File: src/rtl/regref_pkg.sv
package regref_pkg;
  // Width of the micro-operation field taken from the instruction word
  localparam int unsigned IR_W = 12;

  // Bit positions; their order also sets the order of the chained updates
  localparam int unsigned B_CLR_AC = 11;
  localparam int unsigned B_CLR_LK = 10;
  localparam int unsigned B_INV_AC = 9;
  localparam int unsigned B_INV_LK = 8;
  localparam int unsigned B_ROT_R  = 7;
  localparam int unsigned B_ROT_L  = 6;
  localparam int unsigned B_INC_AC = 5;
  localparam int unsigned B_SK_POS = 4;
  localparam int unsigned B_SK_NEG = 3;
  localparam int unsigned B_SK_ZAC = 2;
  localparam int unsigned B_SK_ZLK = 1;
  localparam int unsigned B_HALT   = 0;

  // Derived group widths
  localparam int unsigned OPS_W  = B_CLR_AC - B_INC_AC + 1;
  localparam int unsigned TEST_W = B_SK_POS - B_SK_ZLK + 1;
endpackage

File: src/rtl/regref_acc_path.sv
module regref_acc_path
  import regref_pkg::*;
#(
  parameter int unsigned DATA_W = 16
) (
  input  logic [OPS_W-1:0]  op_i,
  input  logic [DATA_W-1:0] acc_i,
  input  logic              link_i,
  output logic [DATA_W-1:0] acc_o,
  output logic              link_o
);
  localparam int unsigned O_CLR_AC = B_CLR_AC - B_INC_AC;
  localparam int unsigned O_CLR_LK = B_CLR_LK - B_INC_AC;
  localparam int unsigned O_INV_AC = B_INV_AC - B_INC_AC;
  localparam int unsigned O_INV_LK = B_INV_LK - B_INC_AC;
  localparam int unsigned O_ROT_R  = B_ROT_R  - B_INC_AC;
  localparam int unsigned O_ROT_L  = B_ROT_L  - B_INC_AC;
  localparam int unsigned O_INC_AC = 0;

  logic [DATA_W-1:0] a;
  logic              l;
  logic              t;

  // Each step sees the result of the previous one
  always_comb begin
    a = acc_i;
    l = link_i;
    t = 1'b0;
    if (op_i[O_CLR_AC]) a = '0;
    if (op_i[O_CLR_LK]) l = 1'b0;
    if (op_i[O_INV_AC]) a = ~a;
    if (op_i[O_INV_LK]) l = ~l;
    if (op_i[O_ROT_R]) begin
      t = a[0];
      a = {l, a[DATA_W-1:1]};
      l = t;
    end
    if (op_i[O_ROT_L]) begin
      t = a[DATA_W-1];
      a = {a[DATA_W-2:0], l};
      l = t;
    end
    if (op_i[O_INC_AC]) a = a + {{(DATA_W-1){1'b0}}, 1'b1};
  end

  assign acc_o  = a;
  assign link_o = l;
endmodule

File: src/rtl/regref_skip_eval.sv
module regref_skip_eval
  import regref_pkg::*;
#(
  parameter int unsigned DATA_W = 16
) (
  input  logic [TEST_W-1:0] sel_i,
  input  logic [DATA_W-1:0] acc_i,
  input  logic              link_i,
  output logic              skip_o
);
  logic [TEST_W-1:0] cond;
  logic [TEST_W-1:0] hit;

  assign cond[B_SK_ZLK - B_SK_ZLK] = ~link_i;
  assign cond[B_SK_ZAC - B_SK_ZLK] = (acc_i == '0);
  assign cond[B_SK_NEG - B_SK_ZLK] = acc_i[DATA_W-1];
  assign cond[B_SK_POS - B_SK_ZLK] = ~acc_i[DATA_W-1];

  for (genvar g = 0; g < TEST_W; g++) begin : g_test
    assign hit[g] = sel_i[g] & cond[g];
  end

  assign skip_o = |hit;
endmodule

File: src/rtl/regref_out_reg.sv
module regref_out_reg #(
  parameter int unsigned DATA_W = 16
) (
  input  logic              clk,
  input  logic              rst,
  input  logic              exec_i,
  input  logic [DATA_W-1:0] acc_n_i,
  input  logic              link_n_i,
  input  logic              skip_n_i,
  input  logic              halt_n_i,
  output logic [DATA_W-1:0] acc_o,
  output logic              link_o,
  output logic              skip_o,
  output logic              halt_o,
  output logic              sc_clr_o
);
  always_ff @(posedge clk) begin
    if (rst || !exec_i) begin
      acc_o    <= '0;
      link_o   <= 1'b0;
      skip_o   <= 1'b0;
      halt_o   <= 1'b0;
      sc_clr_o <= 1'b0;
    end else begin
      acc_o    <= acc_n_i;
      link_o   <= link_n_i;
      skip_o   <= skip_n_i;
      halt_o   <= halt_n_i;
      sc_clr_o <= 1'b1;
    end
  end

  AST_IDLE_QUIET: assert property (@(posedge clk) disable iff (rst)
    !$past(exec_i) |-> (acc_o == '0 && !link_o && !skip_o && !halt_o && !sc_clr_o));

  AST_SC_CLEAR: assert property (@(posedge clk) disable iff (rst)
    ($past(exec_i) && !$past(rst)) |-> sc_clr_o);

  AST_PULSE_ONLY: assert property (@(posedge clk) disable iff (rst)
    sc_clr_o |-> ($past(exec_i) && !$past(rst)));
endmodule

File: src/rtl/regref_exec_unit.sv
module regref_exec_unit
  import regref_pkg::*;
#(
  parameter int unsigned DATA_W = 16
) (
  input  logic              clk,
  input  logic              rst,
  input  logic              exec_i,
  input  logic [IR_W-1:0]   ir_i,
  input  logic [DATA_W-1:0] acc_i,
  input  logic              link_i,
  output logic [DATA_W-1:0] acc_nxt_o,
  output logic              link_nxt_o,
  output logic              skip_o,
  output logic              halt_o,
  output logic              sc_clr_o
);
  logic [DATA_W-1:0] acc_n;
  logic              link_n;
  logic              skip_n;

  regref_acc_path #(.DATA_W(DATA_W)) acc_path_i (
    .op_i   (ir_i[B_CLR_AC:B_INC_AC]),
    .acc_i  (acc_i),
    .link_i (link_i),
    .acc_o  (acc_n),
    .link_o (link_n)
  );

  regref_skip_eval #(.DATA_W(DATA_W)) skip_eval_i (
    .sel_i  (ir_i[B_SK_POS:B_SK_ZLK]),
    .acc_i  (acc_i),
    .link_i (link_i),
    .skip_o (skip_n)
  );

  regref_out_reg #(.DATA_W(DATA_W)) out_reg_i (
    .clk      (clk),
    .rst      (rst),
    .exec_i   (exec_i),
    .acc_n_i  (acc_n),
    .link_n_i (link_n),
    .skip_n_i (skip_n),
    .halt_n_i (ir_i[B_HALT]),
    .acc_o    (acc_nxt_o),
    .link_o   (link_nxt_o),
    .skip_o   (skip_o),
    .halt_o   (halt_o),
    .sc_clr_o (sc_clr_o)
  );

  AST_CLR_AC: assert property (@(posedge clk) disable iff (rst)
    (sc_clr_o && $past(ir_i[B_CLR_AC]) && ($past(ir_i[B_INV_AC:B_INC_AC]) == '0))
      |-> (acc_nxt_o == '0));

  AST_SKIP_SRC: assert property (@(posedge clk) disable iff (rst)
    skip_o |-> ($past(exec_i) && ($past(ir_i[B_SK_POS:B_SK_ZLK]) != '0)));

  AST_HALT_SRC: assert property (@(posedge clk) disable iff (rst)
    halt_o |-> ($past(exec_i) && $past(ir_i[B_HALT])));

  AST_PASS_THRU: assert property (@(posedge clk) disable iff (rst)
    (sc_clr_o && ($past(ir_i[B_CLR_AC:B_INC_AC]) == '0))
      |-> (acc_nxt_o == $past(acc_i) && link_nxt_o == $past(link_i)));
endmodule

File: config.mk
export PLATFORM = sky130hd
export DESIGN_NAME = regref_exec_unit
export DESIGN_NICKNAME = d
export VERILOG_FILES = /design/src/rtl/regref_pkg.sv /design/src/rtl/regref_acc_path.sv /design/src/rtl/regref_skip_eval.sv /design/src/rtl/regref_out_reg.sv /design/src/rtl/regref_exec_unit.sv
export SDC_FILE = /design/constraint.sdc
export NUM_CORES = 1
export LEC_CHECK = 0
export BUFFER_PORTS_ARGS = -buffer_cell sky130_fd_sc_hd__buf_2
export CAP_MARGIN = 10
export CORE_MARGIN = 1.5
export CORE_UTILIZATION = 54
export CTS_CLUSTER_SIZE = 24
export DETAILED_ROUTE_END_ITERATION = 10
export HOLD_SLACK_MARGIN = 0.15
export PLACE_DENSITY = 0.81
export SYNTH_ARGS = -nofsm -noshare
export SYNTH_HDL_FRONTEND = slang
export SYNTH_SLANG_ARGS = --single-unit
File: constraint.sdc
create_clock -name clk -period 2.9 [get_ports clk]
set_input_delay 0.435 -clock clk [delete_from_list [all_inputs] [get_ports clk]]
set_output_delay 0.435 -clock clk [all_outputs]
set_load 0.1 [all_outputs]
## Word-level counts from Yosys, hierarchy flattened

Index checks and enable logic that the tools add are counted.

| storage, ports and cells | value |
|---|---|
| word-level logic and storage cells | 28 |
| register bits | 20 |

| cells by class | value |
|---|---|
| reductions and logical operators | 4 |
| mux-type cells | 10 |
| $add $sub $neg | 1 |
| bitwise logic cells | 8 |

Operators with widths:

| operator | number |
|---|---|
| $mux W16 | 5 |
| $add A16 B1 Y16 const B | 1 |
| $logic_not A16 Y1 | 1 |
| $not A16 Y16 | 1 |
| $mux W1 | 5 |
| $and A1 B1 Y1 | 4 |
| $reduce_or A4 Y1 | 1 |
| $not A1 Y1 | 3 |
| $logic_not A1 Y1 | 1 |
| $logic_or A1 B1 Y1 | 1 |

## Longest topological paths before layout

Gate-level depths: netlist of the first run.

| logic depth | value |
|---|---|
| depth in word-level cells | 7 |
| depth in mapped cells | 13 |
| mapped depth without buffers | 11 |

## Modules after synthesis

A second synthesis of the first run with hierarchy kept.

| unflattened totals | value |
|---|---|
| cells, all modules | 261 |
| area total of the unflattened synthesis | 2,080.7 um^2 |

Modules (own cells, without submodules):

| module | area each (um^2) | seq. area each (um^2) | instances | cells each |
|---|---|---|---|---|
| regref_acc_path | 1,387.6 | 0.0 | 1 | 207 |
| regref_out_reg | 606.8 | 400.4 | 1 | 44 |
| regref_skip_eval | 86.3 | 0.0 | 1 | 10 |

## Worst setup path after synthesis of the first run

OpenSTA, ideal clock, no wires.

| timing path | value |
|---|---|
| path kind | input port to flip-flop |
| start point | input ir_i[9] |
| end point | register out_reg_i.acc_o[10] |
| stages | 13 |
| buffers on the path | 3 |
| data arrival time | 2.604 ns |
| setup time | 0.086 ns |
| slack | 0.211 ns |
| path through | buf_4 buf_2 buf_4 xnor2_1 mux2_2 mux2i_1 ha_1 nand2_1 nor2_1 mux2i_1 nor4_2 xnor2_1 a211oi_1 |

| between the ends | value |
|---|---|
| word-level cells in the longest chain between the ends | 5 |
| elaborated cells between the ends (all ways) | 6 |
| those cells by class | 1 x add/sub; 5 x mux |

RTL lines:

| item | RTL line | RTL |
|---|---|---|
| start: declaration | regref_exec_unit.sv:9 | `input logic [IR_W-1:0] ir_i,` |
| $mux W16 * | regref_acc_path.sv:31 | `if (op_i[O_INV_AC]) a = ~a;` |
| $mux W16 / $mux W1 (equally long branches) | regref_acc_path.sv:33 | `if (op_i[O_ROT_R]) begin` |
| $mux W16 * | regref_acc_path.sv:38 | `if (op_i[O_ROT_L]) begin` |
| $add A16 B1 Y16 | regref_acc_path.sv:43 | `if (op_i[O_INC_AC]) a = a + {{(DATA_W-1){1'b0}}, 1'b1};` |
| $mux W16 * | regref_acc_path.sv:43 |  |
| end signal: assignment | regref_out_reg.sv:25 | `acc_o <= acc_n_i;` |
| end: declaration | regref_out_reg.sv:11 | `output logic [DATA_W-1:0] acc_o,` |

Every way passes the cells marked *; elsewhere a longest branch is shown, timed or not.
A chain may end at the register's enable or synchronous reset.

## Worst setup path after layout of the first run

| timing path | value |
|---|---|
| start point | input link_i |
| end point | register out_reg_i.acc_o[10] |

| between the ends | value |
|---|---|
| word-level cells in the longest chain between the ends | 7 |

RTL lines:

| item | RTL line | RTL |
|---|---|---|
| start: declaration | regref_exec_unit.sv:11 | `input logic link_i,` |
| $mux W1 * | regref_acc_path.sv:30 | `if (op_i[O_CLR_LK]) l = 1'b0;` |
| $not A1 Y1 | regref_acc_path.sv:32 | `if (op_i[O_INV_LK]) l = ~l;` |
| $mux W1 * | regref_acc_path.sv:32 |  |
| $mux W1 * | regref_acc_path.sv:33 |  |
| $mux W16 * | regref_acc_path.sv:38 |  |
| $add A16 B1 Y16 * | regref_acc_path.sv:43 |  |
| $mux W16 * | regref_acc_path.sv:43 |  |

Marked as above.

==> results of run 1 <==
[layout by cell type (no fill, tap or decap), types with 6 or more instances in the layout]
master / n
a211oi_1: 6
a21oi_1: 12
buf_2: 51
buf_4: 11
dfxtp_1: 20
mux2_2: 7
mux2i_1: 30
nand2_1: 14
nand2b_1: 8
nor2_1: 19
nor2b_1: 6
nor3_1: 13
o21ai_0: 10
xnor2_1: 15
[worst min path at each step]
stage               slack [ps]    start  cells past startpoint               end
finish                     390  ir_i[0]                      2  out_reg_i.halt_o
detailed placement         650  ir_i[0]                      2  out_reg_i.halt_o
global route               380  ir_i[0]                      2  out_reg_i.halt_o
global placement           640  ir_i[0]                      2  out_reg_i.halt_o
floorplan                  560  ir_i[0]                      1  out_reg_i.halt_o
CTS                        390  ir_i[0]                      2  out_reg_i.halt_o
[cell families after synthesis]
logic type | after synthesis | share of synthesized area
xor gates and xnor gates | 18 | 0.0827
muxes | 37 | 0.182
adders and majority gates | 1 | 0.00599
AOI/OAI and AO/OA | 64 | 0.226
DFF | 20 | 0.192
and+or+nand+nor | 97 | 0.252
buffers and inverters | 22 | 0.0599
[per-layer routing]
layer / vias to the layer above / track usage / part of all wire
met5: - / 0 / 0
met4: 0 / 0.0313 / 0.014
met3: 6 / 0.0428 / 0.026
met2: 38 / 0.474 / 0.50
met1: 979 / 0.310 / 0.46
li1: 1064 / - / -
[stage by stage]
stage / std cells / hold WS [ps]
final: 355 / 391
after detailed placement: 351 / 652
after global placement: 351 / 640
after CTS: 355 / 388
after global routing: 355 / 379
after floorplan: 259 / 557
[report_power, final]
group / switching, mW / internal (mW)
Combinational: 0.319 / 0.145
Sequential: 0.00398 / 0.292
Clock: 0.0918 / 0.121
Total: 0.415 / 0.558
[flip-flops by register name (all words and copies together), names as in the netlist]
name and flops:
out_reg_i.skip_o 1, out_reg_i.halt_o 1, out_reg_i.sc_clr_o 1, out_reg_i.acc_o 16
out_reg_i.link_o 1
[area by class of cell]
cell class	count	area share
Sequential cell	20	0.165
Inverter	4	0.00618
Timing Repair Buffer	62	0.139
Tap cell	48	0.0247
Clock buffer	4	0.0226
Multi-Input combinational cell	217	0.643
[Yosys cell counts, drive strengths merged, types with 4 or more instances]
| cell | n | area (µm²) |
|---|---|---|
| a211oi | 7 | 57.6 |
| a21oi | 12 | 60.1 |
| and2 | 5 | 31.3 |
| buf | 13 | 91.3 |
| clkbuf | 5 | 18.8 |
| dfxtp | 20 | 400 |
| mux2 | 7 | 78.8 |
| mux2i | 30 | 300 |
| nand2 | 15 | 58.8 |
| nand2b | 8 | 50.1 |
| nand3 | 5 | 25.0 |
| nor2 | 19 | 71.3 |
| nor2b | 6 | 37.5 |
| nor3 | 13 | 65.1 |
| nor4 | 6 | 43.8 |
| o211ai | 4 | 40.0 |
| o21ai | 12 | 60.1 |
| or3 | 4 | 25.0 |
| xnor2 | 16 | 148 |
[critical path, cell delays in order]
cell and delay [ps]:
buf_2 100, nor2b_1 130, xnor2_1 300, mux2i_1 150, mux2_2 310, ha_1 210, and3_1 160, mux2i_1 360
nor4_2 130, a211oi_1 260, a211oi_1 60
==> metrics.txt, run 1 <==
status finished, final reports clean; Primary FF master, synth dfxtp_1; nets 341; clk buf depth 2; initial core utilization 0.566; Final period util 0.850; Post-synth EDFFs 0; Worst Tran Pin Value 742 ps; worst min-delay path class input pin to flip-flop; Fin. Hold Viols 0; utilization after layout 0.659; H-tree depth 1; Finished Cell Area 0.00243 mm²; average wire per standard cell 14.4 µm; DRT iter0 DRCs 142; Ys Warns 0; critical path data required time 3040 ps; Worst slew margin 0.505; PD cells 400 mW/mm²; Remaining Overflow, GRT 0; share of cells above drive strength 1 0.270; pin count of the biggest net entering global routing 35; TritonCTS clock tree yes; first-pass GRT wire length 8.71 mm; total number of vias ~2100; CP max FO 5; Synth async-reset ratio 0; post-synthesis sequential element count 20; Worst VDD drop 291 µV; DR DRC count 0; Worst-path clk slew 70 ps; Critical path origin link_i; GR Util All Layers 0.254; initial antenna violation count 0; die outline width 65.2 µm; Syn-to-layout area delta 16.4%; register area share after synthesis 0.192; die area roughly 0.0042 mm²; Peak Freq 0.405 GHz; area of the multi-input gates 0.00156 mm²; crit path launch type input pin; Final WS setup 434 ps; pre-CTS setup slack 196 ps; CTS root buffer clkbuf_8; critical path arrival 2600 ps; total wire length 5.10 mm; max-capacitance violation count 0; Worst Setup EP out_reg_i.acc_o[10]; core area ~0.0037 mm²; Area after DPL 0.00238 mm²; num rows 22; unrepaired setup endpoints after global routing false; clock buffer count from CTS 3; Cells after Synth approximately 260; I/O Buffers 51; post-cts resize count 0; Synth cell types 66; Clock Sinks 20; io pins 52; Post-Syn Area 0.00209 mm²; setup bufs post-CTS 0; routed vias/inst 5.88; post-DP HPWL ~4.0 mm; synthesized area per cell 8.06 µm²; Routability Congestion 0.859; fill count approximately 330; Setup crit end kind flip-flop; Die Ht 65.2 µm; vias in the first global route 1968; antenna cells 0; fin. max-slew vios 0; hold_buf cts 0; Tot Pwr 973 µW; sum of negative setup slack 0 ps; kind of critical path input pin to flip-flop; Final setup viols 0; static leakage power 1.03 nW; Storage cell area 400 µm²; syn_nets 292; Tmin final 2470 ps; TritonRoute pass-1 iters 4; DRT antenna net count 0
(Power assumes the default switching activity.)
==> inputs of run 2 (changes only) <==
CORE_ASPECT_RATIO = 1.2   (was default)
==> metrics.txt, run 2 (synthesized netlist as in run 1, its figures left out) <==
static leakage power 1.02 nW (-1.0%); Hold Slack 380 ps (-11.3 ps); sum of negative setup slack 0 ps (unchanged); Worst Tran Pin Value 654 ps (-88.5 ps); total number of vias 2001 (-4.1%); most frequent cells in the layout buf_2, mux2i_1, dfxtp_1, nor2_1, xnor2_1; Final WS setup 351 ps (-82.8 ps); worst min-delay path class input pin to flip-flop; DR DRC count 0 (unchanged); Tot Pwr 961 µW (-1.2%); Worst Hold Launch ir_i[0]; pin count of the biggest net entering global routing 35 (unchanged); share of cells above drive strength 1 0.266 (-0.00478); pre-CTS setup slack 161 ps (-34.5 ps); DRT iter0 DRCs 38 (-73%); post-DP HPWL 3.85 mm (-4.1%); first-pass GRT wire length 7.99 mm (-8.3%); hold_buf cts 0 (unchanged); cell family contributing the most delay on the critical path multiplexers; nets 339 (-0.59%); total wire length 4.84 mm (-5.2%); Remaining Overflow, GRT 0 (unchanged); clk buf depth 2 (unchanged); die area 0.00425 mm² (about the same); CP max stage cell xnor2_1; max reg flops 16 (unchanged); PD cells 397 mW/mm² (-0.75%); Worst slew margin 0.564 (+0.0590); average wire per standard cell 13.6 µm (-5.7%); kind of critical path input pin to flip-flop; routed vias/inst 5.61 (-4.7%); die outline width 59.8 µm (-8.3%); Area after DPL 0.00237 mm² (-0.42%); core area 0.00366 mm² (-0.68%); critical path data required time 3060 ps (+20 ps); H-tree depth 1 (unchanged); max incr delay on CP 330 ps (-30 ps); Setup crit end kind flip-flop; num rows 24 (+9.1%); GRT met1 Usage 0.335 (+0.0244); Die Ht 71.1 µm (+9.1%); Fin. Hold Viols 0 (unchanged); status finished, final reports clean; Clock Sinks 20 (unchanged); antenna cells 0 (unchanged); initial antenna violation count 0 (unchanged); worst-path cell chain buf_2 -> nor2b_1 -> xnor2_1 -> mux2i_1 -> mux2_2 -> ha_1 -> and3_1 -> mux2i_1 -> nor4_2 -> xnor2_1 -> a211oi_1; unrepaired setup endpoints after global routing false; Finished Cell Area 0.00242 mm² (-0.41%); Syn-to-layout area delta 15.9%; commonest non-fill, non-tap cell in the layout buf_2; critical path arrival 2710 ps (+110 ps); vias in the first global route 1766 (-10%); met3 Resource Use GR 0.0238 (-0.0190); crit path launch type input pin; CTS root buffer clkbuf_8; CP max FO 5 (unchanged); TritonRoute pass-1 iters 4 (unchanged); max-capacitance violation count 0 (unchanged); clock buffer count from CTS 3 (unchanged); met2 usage 0.373 (-0.101); Final setup viols 0 (unchanged); GR Util All Layers 0.236 (-0.0182); initial core utilization 0.570 (+0.00387); Peak Freq 0.392 GHz (-3.2%); Biggest register out_reg_i.acc_o; Tmin final 2550 ps (+82.8 ps); TritonCTS clock tree yes; utilization after layout 0.661 (+0.00177); Final period util 0.879 (+0.0285); Worst-path clk slew 70 ps (about the same); I/O Buffers 51 (unchanged); placed insts 353 (+0.57%); DRT antenna net count 0 (unchanged); io pins 52 (unchanged); Bufs and invs on worst path 1 (unchanged); GR peak layer met2; Critical path origin link_i; fin. max-slew vios 0 (unchanged); Routability Congestion 0.838 (-2.4%); setup bufs post-CTS 0 (unchanged); Worst VDD drop 177 µV (-39%); post-cts resize count 0 (unchanged); fill count 335 (+1.2%); non-filler cells, final 357 (+0.56%)
==> run 2: path summary, 6_finish.rpt <==
check	depth (start not counted)	end	slack [ps]
setup / recovery	11	out_reg_i.acc_o[10]	350
hold / removal	2	out_reg_i.halt_o	380
==> run 2: final cells by class <==
| type | instances | area (µm²) | area share |
|---|---|---|---|
| multi-input combinational | 217 | 1560 | 0.645 |
| tap | 52 | 65.1 | 0.0269 |
| timing repair buffer | 60 | 323 | 0.133 |
| inverter | 4 | 15.0 | 0.00620 |
| sequential | 20 | 400 | 0.165 |
| clock buffer | 4 | 55.1 | 0.0227 |
==> run 2: per-layer routing <==
metal | share of wire | up-vias
met1 | 0.47 | 872
met4 | 0.0087 | 0
li1 | - | 1061
met3 | 0.048 | 4
met5 | 0 | -
met2 | 0.47 | 64
==> run 2: power by group <==
group | switching, mW | internal, mW
clock network | 0.0860 | 0.121
registers | 0.00362 | 0.292
logic | 0.316 | 0.143
total | 0.405 | 0.556
